--- src/rtl/udp_hdr_pkg.sv ---
package udp_hdr_pkg;
  localparam int BYTE_W        = 8;
  localparam int WORD_W        = 16;
  localparam int LEN_W         = 16;
  localparam int ETH_BYTES     = 14;
  localparam int IP_BYTES      = 20;
  localparam int UDP_BYTES     = 8;
  localparam int HDR_BYTES     = ETH_BYTES + IP_BYTES + UDP_BYTES;
  localparam int HDR_WORDS     = HDR_BYTES / 2;
  localparam int HDR_BITS      = HDR_BYTES * BYTE_W;
  localparam int IDX_W         = $clog2(HDR_WORDS);
  localparam int MAX_PAYLOAD   = 1472;

  typedef struct packed {
    logic [47:0]      dst_mac;
    logic [47:0]      src_mac;
    logic [31:0]      src_ip;
    logic [31:0]      dst_ip;
    logic [15:0]      src_port;
    logic [15:0]      dst_port;
    logic [LEN_W-1:0] ip_len;
    logic [LEN_W-1:0] udp_len;
  } hdr_fields_t;

  function automatic logic [LEN_W-1:0] calc_udp_len(input logic [LEN_W-1:0] pl);
    return pl + LEN_W'(UDP_BYTES);
  endfunction

  function automatic logic [LEN_W-1:0] calc_ip_len(input logic [LEN_W-1:0] pl);
    return calc_udp_len(pl) + LEN_W'(IP_BYTES);
  endfunction

  function automatic logic [LEN_W-1:0] calc_frame_len(input logic [LEN_W-1:0] pl);
    return calc_ip_len(pl) + LEN_W'(ETH_BYTES);
  endfunction

  // Byte n of the header lands in bits [8n+7:8n], so word k is bits [16k+15:16k].
  function automatic logic [HDR_BITS-1:0] pack_header(input hdr_fields_t f);
    logic [BYTE_W-1:0] b [HDR_BYTES];
    logic [HDR_BITS-1:0] v;
    for (int i = 0; i < 6; i++) begin
      b[i]     = f.dst_mac[47-8*i -: 8];
      b[6 + i] = f.src_mac[47-8*i -: 8];
    end
    b[12] = 8'h08; b[13] = 8'h00;
    b[14] = 8'h45; b[15] = 8'h00;
    b[16] = f.ip_len[15:8]; b[17] = f.ip_len[7:0];
    b[18] = 8'h00; b[19] = 8'h00;
    b[20] = 8'h40; b[21] = 8'h00;
    b[22] = 8'h0F; b[23] = 8'h11;
    b[24] = 8'h00; b[25] = 8'h00;
    for (int i = 0; i < 4; i++) begin
      b[26 + i] = f.src_ip[31-8*i -: 8];
      b[30 + i] = f.dst_ip[31-8*i -: 8];
    end
    b[34] = f.src_port[15:8]; b[35] = f.src_port[7:0];
    b[36] = f.dst_port[15:8]; b[37] = f.dst_port[7:0];
    b[38] = f.udp_len[15:8];  b[39] = f.udp_len[7:0];
    b[40] = 8'h00; b[41] = 8'h00;
    for (int i = 0; i < HDR_BYTES; i++) v[8*i +: 8] = b[i];
    return v;
  endfunction
endpackage

--- src/rtl/udp_len_calc.sv ---
module udp_len_calc
  import udp_hdr_pkg::*;
#(
  parameter int MAX_LEN = MAX_PAYLOAD
) (
  input  logic [LEN_W-1:0] payload_len,
  output logic [LEN_W-1:0] ip_len,
  output logic [LEN_W-1:0] udp_len,
  output logic [LEN_W-1:0] frame_len,
  output logic             too_long
);
  always_comb begin
    too_long  = payload_len > LEN_W'(MAX_LEN);
    udp_len   = calc_udp_len(payload_len);
    ip_len    = calc_ip_len(payload_len);
    frame_len = calc_frame_len(payload_len);
  end
endmodule

--- src/rtl/udp_hdr_seq.sv ---
module udp_hdr_seq
  import udp_hdr_pkg::*;
#(
  parameter int WORDS = HDR_WORDS,
  localparam int IW   = $clog2(WORDS)
) (
  input  logic          clk,
  input  logic          rst_n,
  input  logic          start,
  input  logic          reject,
  input  logic          out_ready,
  output logic          accept,
  output logic          busy,
  output logic [IW-1:0] idx,
  output logic          done,
  output logic          err
);
  logic beat, last_beat;

  always_comb begin
    accept    = start && !busy && !reject;
    beat      = busy && out_ready;
    last_beat = beat && (idx == IW'(WORDS - 1));
  end

  always_ff @(posedge clk or negedge rst_n) begin
    if (!rst_n) begin
      busy <= 1'b0;
      idx  <= '0;
      done <= 1'b0;
      err  <= 1'b0;
    end else begin
      done <= last_beat;
      err  <= start && !busy && reject;
      if (accept) begin
        busy <= 1'b1;
        idx  <= '0;
      end else if (last_beat) begin
        busy <= 1'b0;
        idx  <= '0;
      end else if (beat) begin
        idx  <= idx + 1'b1;
      end
    end
  end


  idx_in_range_chk: assert property (@(posedge clk) disable iff (!rst_n)
    busy |-> idx <= IW'(WORDS - 1));

  stall_hold_chk: assert property (@(posedge clk) disable iff (!rst_n)
    busy && !out_ready |=> busy && $stable(idx));

  done_single_chk: assert property (@(posedge clk) disable iff (!rst_n)
    done |=> !done);

  done_idle_chk: assert property (@(posedge clk) disable iff (!rst_n)
    done |-> !busy);
endmodule

--- src/rtl/udp_hdr_word_sel.sv ---
module udp_hdr_word_sel
  import udp_hdr_pkg::*;
#(
  parameter int WORDS = HDR_WORDS,
  parameter int WW    = WORD_W,
  localparam int IW   = $clog2(WORDS)
) (
  input  logic [WORDS*WW-1:0] hdr,
  input  logic [IW-1:0]       idx,
  output logic [WW-1:0]       word
);
  logic [WW-1:0] words [WORDS];

  for (genvar g = 0; g < WORDS; g++) begin : g_split
    assign words[g] = hdr[g*WW +: WW];
  end

  always_comb begin
    word = '0;
    for (int k = 0; k < WORDS; k++)
      if (idx == IW'(k)) word = words[k];
  end
endmodule

--- src/rtl/udp_hdr_gen.sv ---
module udp_hdr_gen
  import udp_hdr_pkg::*;
(
  input  logic        clk,
  input  logic        rst_n,
  input  logic        start,
  input  logic [47:0] dst_mac,
  input  logic [47:0] src_mac,
  input  logic [31:0] src_ip,
  input  logic [31:0] dst_ip,
  input  logic [15:0] src_port,
  input  logic [15:0] dst_port,
  input  logic [15:0] payload_len,
  output logic [15:0] out_data,
  output logic        out_valid,
  input  logic        out_ready,
  output logic        done,
  output logic        len_err,
  output logic [15:0] frame_len
);
  logic [LEN_W-1:0]    ip_len_c, udp_len_c, frame_len_c;
  logic                too_long;
  logic                accept, busy;
  logic [IDX_W-1:0]    idx;
  hdr_fields_t         fields_q;
  logic [HDR_BITS-1:0] hdr_vec;
  logic [LEN_W-1:0]    frame_len_q;

  udp_len_calc #(.MAX_LEN(MAX_PAYLOAD)) u_len (
    .payload_len (payload_len),
    .ip_len      (ip_len_c),
    .udp_len     (udp_len_c),
    .frame_len   (frame_len_c),
    .too_long    (too_long)
  );

  udp_hdr_seq #(.WORDS(HDR_WORDS)) u_seq (
    .clk       (clk),
    .rst_n     (rst_n),
    .start     (start),
    .reject    (too_long),
    .out_ready (out_ready),
    .accept    (accept),
    .busy      (busy),
    .idx       (idx),
    .done      (done),
    .err       (len_err)
  );

  always_ff @(posedge clk or negedge rst_n) begin
    if (!rst_n) begin
      fields_q    <= '0;
      frame_len_q <= '0;
    end else if (accept) begin
      fields_q.dst_mac  <= dst_mac;
      fields_q.src_mac  <= src_mac;
      fields_q.src_ip   <= src_ip;
      fields_q.dst_ip   <= dst_ip;
      fields_q.src_port <= src_port;
      fields_q.dst_port <= dst_port;
      fields_q.ip_len   <= ip_len_c;
      fields_q.udp_len  <= udp_len_c;
      frame_len_q       <= frame_len_c;
    end
  end

  assign hdr_vec = pack_header(fields_q);

  udp_hdr_word_sel #(.WORDS(HDR_WORDS), .WW(WORD_W)) u_sel (
    .hdr  (hdr_vec),
    .idx  (idx),
    .word (out_data)
  );

  assign out_valid = busy;
  assign frame_len = frame_len_q;


  out_stable_chk: assert property (@(posedge clk) disable iff (!rst_n)
    out_valid && !out_ready |=> out_valid && $stable(out_data));

  status_excl_chk: assert property (@(posedge clk) disable iff (!rst_n)
    $onehot0({done, len_err, out_valid}));

  busy_start_chk: assert property (@(posedge clk) disable iff (!rst_n)
    out_valid && start |=> $stable(frame_len));

  err_no_start_chk: assert property (@(posedge clk) disable iff (!rst_n)
    len_err |-> !out_valid && $stable(frame_len));

  frame_len_fit_chk: assert property (@(posedge clk) disable iff (!rst_n)
    out_valid |-> frame_len == fields_q.ip_len + 16'd14);
endmodule

--- config.mk ---
export PLATFORM = sky130hd
export DESIGN_NAME = udp_hdr_gen
export DESIGN_NICKNAME = d
export VERILOG_FILES = /design/src/rtl/udp_hdr_pkg.sv /design/src/rtl/udp_len_calc.sv /design/src/rtl/udp_hdr_seq.sv /design/src/rtl/udp_hdr_word_sel.sv /design/src/rtl/udp_hdr_gen.sv
export SDC_FILE = /design/constraint.sdc
export NUM_CORES = 1
export LEC_CHECK = 0
export ABC_AREA = 0
export BUFFER_PORTS_ARGS = -buffer_cell sky130_fd_sc_hd__buf_2
export CORE_MARGIN = 3
export CORE_UTILIZATION = 50
export DETAILED_ROUTE_END_ITERATION = 12
export PLACE_DENSITY = 0.75
export SLEW_MARGIN = 10
export SYNTH_ARGS = -nofsm -noshare
export SYNTH_HDL_FRONTEND = slang
export SYNTH_HIERARCHICAL = 1
export SYNTH_SLANG_ARGS = --single-unit
--- constraint.sdc ---
create_clock -name clk -period 2.1 [get_ports clk]
set_input_delay 0 -clock clk [delete_from_list [all_inputs] [get_ports clk]]
set_output_delay 0 -clock clk [all_outputs]
set_load 0.01 [all_outputs]
==> summary.md <==
| Metric | Value |
|---|---|
| Largest family of logic cells by synthesized area | `multiplexers` |
| Crit path DAT | `3.02 ns` |
| Final min period | `3.016 ns` |
| Slew Viols, Final | `0` |
| Final Setup Violations | `16` |
| Most common cell after layout, fill and taps aside | `dfrtp_1` |
| Hold Crit Class | `input port to flip-flop` |
| Final hold vios | `0` |
| CP required | `2.10 ns` |
| Initial Utilization | `0.5107` |
| Area share of xor/xnor cells in the synthesized design | `0.02327` |
| Mux cell area share after synthesis | `0.3036` |
| Most frequent cells in the layout | `dfrtp_1, buf_2, mux2_4, dlygate4sd3_1, buf_4` |
| Chip Height | `180.5 µm` |
| Number of buffers created by CTS | `28` |
| Syn. warnings | `6` |
| Crit. End Element | `output pin` |
| Layout cell share with drive strength beyond 1 | `0.4741` |
| Clock Skews | `0.02209 ns` |
| Mapped Cells | `1199` |
| Post-route cell area | `21890 µm²` |
| Vias in the first global route | `14018` |
| Ys flop type | `dfrtp_1` |
| Synth Area in Compound Gates | `0.1094` |
| Die Area | `32570 µm²` |
| DRC viols | `0` |
| Via density | `5.754` |
| Unrepaired setup endpoints after global routing | `yes` |
| Sink Count | `248` |
| GPL Wtd Cong | `0.9554` |
| Clock Pin Slew Worst Setup and Hold Paths | `0.06 ns` |
| Post-Layout Cell Count | `2329` |
| Global-route usage over all layers | `0.3195` |
| Synth Area per Inst | `12.69 µm²` |
| Final HPWL DP | `33.82 mm` |
| Pwr Density | `1055 nW/µm²` |
| DRT Wirelength | `55.65 mm` |
| Failing checks | `negative setup slack` |
| Top Ports | `247` |
| Worst-Margin Slew | `1.017 ns` |
| Outcome | `complete, but fails checks` |
| Detailed Routing Iterations Pass 1 | `7` |
| Largest net degree at the start of global routing | `66` |
| Drt wl/cell | `23.89 µm` |
| Root Driver | `clkbuf_16` |
| Max-cap viol count | `0` |
| Clock tree from TritonCTS | `done` |
| Die width | `180.5 µm` |
| Setup TNS | `-9.926 ns` |
| Layout area overhead | `43.84%` |
| Antenna violations before repair | `7` |
| Leakage | `10.32 nW` |
| Global-route wire length before repair | `81.93 mm` |
| Number of port buffers | `246` |
| Critical Path Source Type | `flip-flop` |
| Worst-path maximum fanout | `8` |
| Seq cells post-synth | `248` |
| Drt initial violations | `1346` |
| Core footprint | `29800 µm²` |
| Placement row count | `63` |
| Netlist cell types | `99` |
| CTS max path bufs | `3` |
| Filler cells | `1851` |
| Ys async rst share | `1.000` |
| Simple logic cell fraction of the synthesized area | `0.08222` |
| Slew headroom | `0.3200` |
| EDFF count, synth | `0` |
| PnR worst setup slack | `-0.9155 ns` |
| Adder-cell share of the synthesized area | `0.006577` |
| GR Overflow Total | `0` |
| Peak supply drop | `0.0007516 V` |
| H-Tree Depth | `1` |
| Area of the multi-input gates | `8843 µm²` |
| Sequential element share of the synthesized area | `0.4078` |
| Layout Nets | `2134` |
| Inst Count DP | `2053` |
| Mapped Area | `15220 µm²` |
| Placed Area | `18180 µm²` |
| Crit share post-route | `1.436` |
| Kind of critical path | `flip-flop to output pin` |
| Final ANT Viol Nets | `0` |
| Maximum clock rate | `331.6 MHz` |
| Seq. cell area | `6215 µm²` |
| Clk_lat worst skew | `0.56 ns` |
| Vias | `13400` |
-- cell type report --
type	instances	share of cell area
sequential	248	0.2839
clock buffer	41	0.03841
clock inverter	7	0.005373
inverter	21	0.004058
timing repair buffer	670	0.2412
multi-input combinational	945	0.4040
tap	390	0.02229
antenna	7	0.0008002
-- metal layers --
layer,share of wire,global-route usage,vias up
met1,0.37,0.3932,6505
met3,0.084,0.06399,289
met2,0.47,0.5302,839
met5,0,0,-
met4,0.070,0.1747,0
li1,-,-,5767
-- kinds of logic after synthesis --
| logic type | count (synthesis) |
|---|---|
| muxes | 321 |
| adders and majority gates | 8 |
| DFF | 248 |
| xor gates and xnor gates | 34 |
| and+or+nand+nor | 227 |
| buffers and inverters | 118 |
| other | 2 |
| AOI/OAI and AO/OA | 241 |
-- worst paths after layout --
check,from,to,slack (ns),cells past startpoint
worst max-delay path,u_seq/idx[0]$_DFFE_PN0P_,out_data[1],-0.92,9
worst min-delay path,payload_len[15],u_seq/err$_DFF_PN0_,0.01,4
worst max register to register,u_seq/idx[0]$_DFFE_PN0P_,u_seq/idx[2]$_DFFE_PN0P_,0.34,8
worst min register to register,frame_len[4]$_DFFE_PN0P_,frame_len[4]$_DFFE_PN0P_,0.50,1
max in group asynchronous,rst_n,fields_q[44]$_DFFE_PN0P_,0.61,3
min in group asynchronous,rst_n,fields_q[61]$_DFFE_PN0P_,0.08,3
-- cell usage after synthesis, types with 12 or more instances --
cell type	instances	area [µm²]
a21oi_1	44	220.2
buf_2	26	130.1
nand2_1	49	183.9
nand3_1	21	105.1
inv_1	19	71.32
o22ai_1	27	168.9
o211ai_1	13	97.59
buf_6	12	135.1
mux2_4	200	3003
a31oi_1	12	75.07
nand2b_1	18	112.6
mux4_2	26	585.6
o21ai_0	45	225.2
dfrtp_1	248	6206
a22oi_1	15	112.6
xnor2_1	22	192.7
mux2_2	63	709.4
a211oi_1	12	90.09
buf_4	21	157.7
nor2_1	55	206.5
clkbuf_1	14	52.55
nor3_1	18	90.09
mux2i_1	30	300.3
buf_12	22	440.4
-- worst max-delay path, cell delays in order (launching register included) --
cell	delay (ns)
dfrtp_4	0.50
buf_8	0.18
clkbuf_16	0.16
mux2i_1	0.50
nor2_1	0.11
a221o_1	0.37
a311o_1	0.30
o211ai_2	0.10
a22oi_2	0.10
buf_2	0.16
-- registers in the layout, summed over array words and instances (netlist names) --
| name | count |
|---|---|
| u_seq/idx | 5 |
| fields_q | 224 |
| frame_len | 16 |
| u_seq/busy | 1 |
| u_seq/done | 1 |
| u_seq/err | 1 |
-- power breakdown --
part	leakage, nW	switching, mW	internal (mW)
registers	3.36	0.778	5.68
logic	6.49	5.76	5.68
clock network	0.473	2.08	3.13
-- per-stage QoR --
step / hold WS (ns) / util / setup WS, ns / power, mW
floorplan: -0.2956 / - / -0.1215 / 11.93
global placement: -0.03201 / 0.6101 / -0.2957 / 15.50
detailed placement: -0.03018 / 0.6101 / -0.3384 / 15.65
CTS: 0.003283 / 0.7165 / -0.6505 / 21.44
global route: 0.02790 / 0.7346 / -0.9003 / 23.85
finish: 0.01049 / 0.7347 / -0.9155 / 23.10
-- what timing repair did --
action / in CTS / in global routing
pin swaps: 18 / 32
resized for setup: 41 / 73
setup buffers: 7 / 15
hold buffers: 201 / 0
gates cloned: 0 / 3
endpoints found under the hold margin: 455 / 0
endpoints found under the setup margin: 16 / 218
Power figures use the tool's default switching activity.
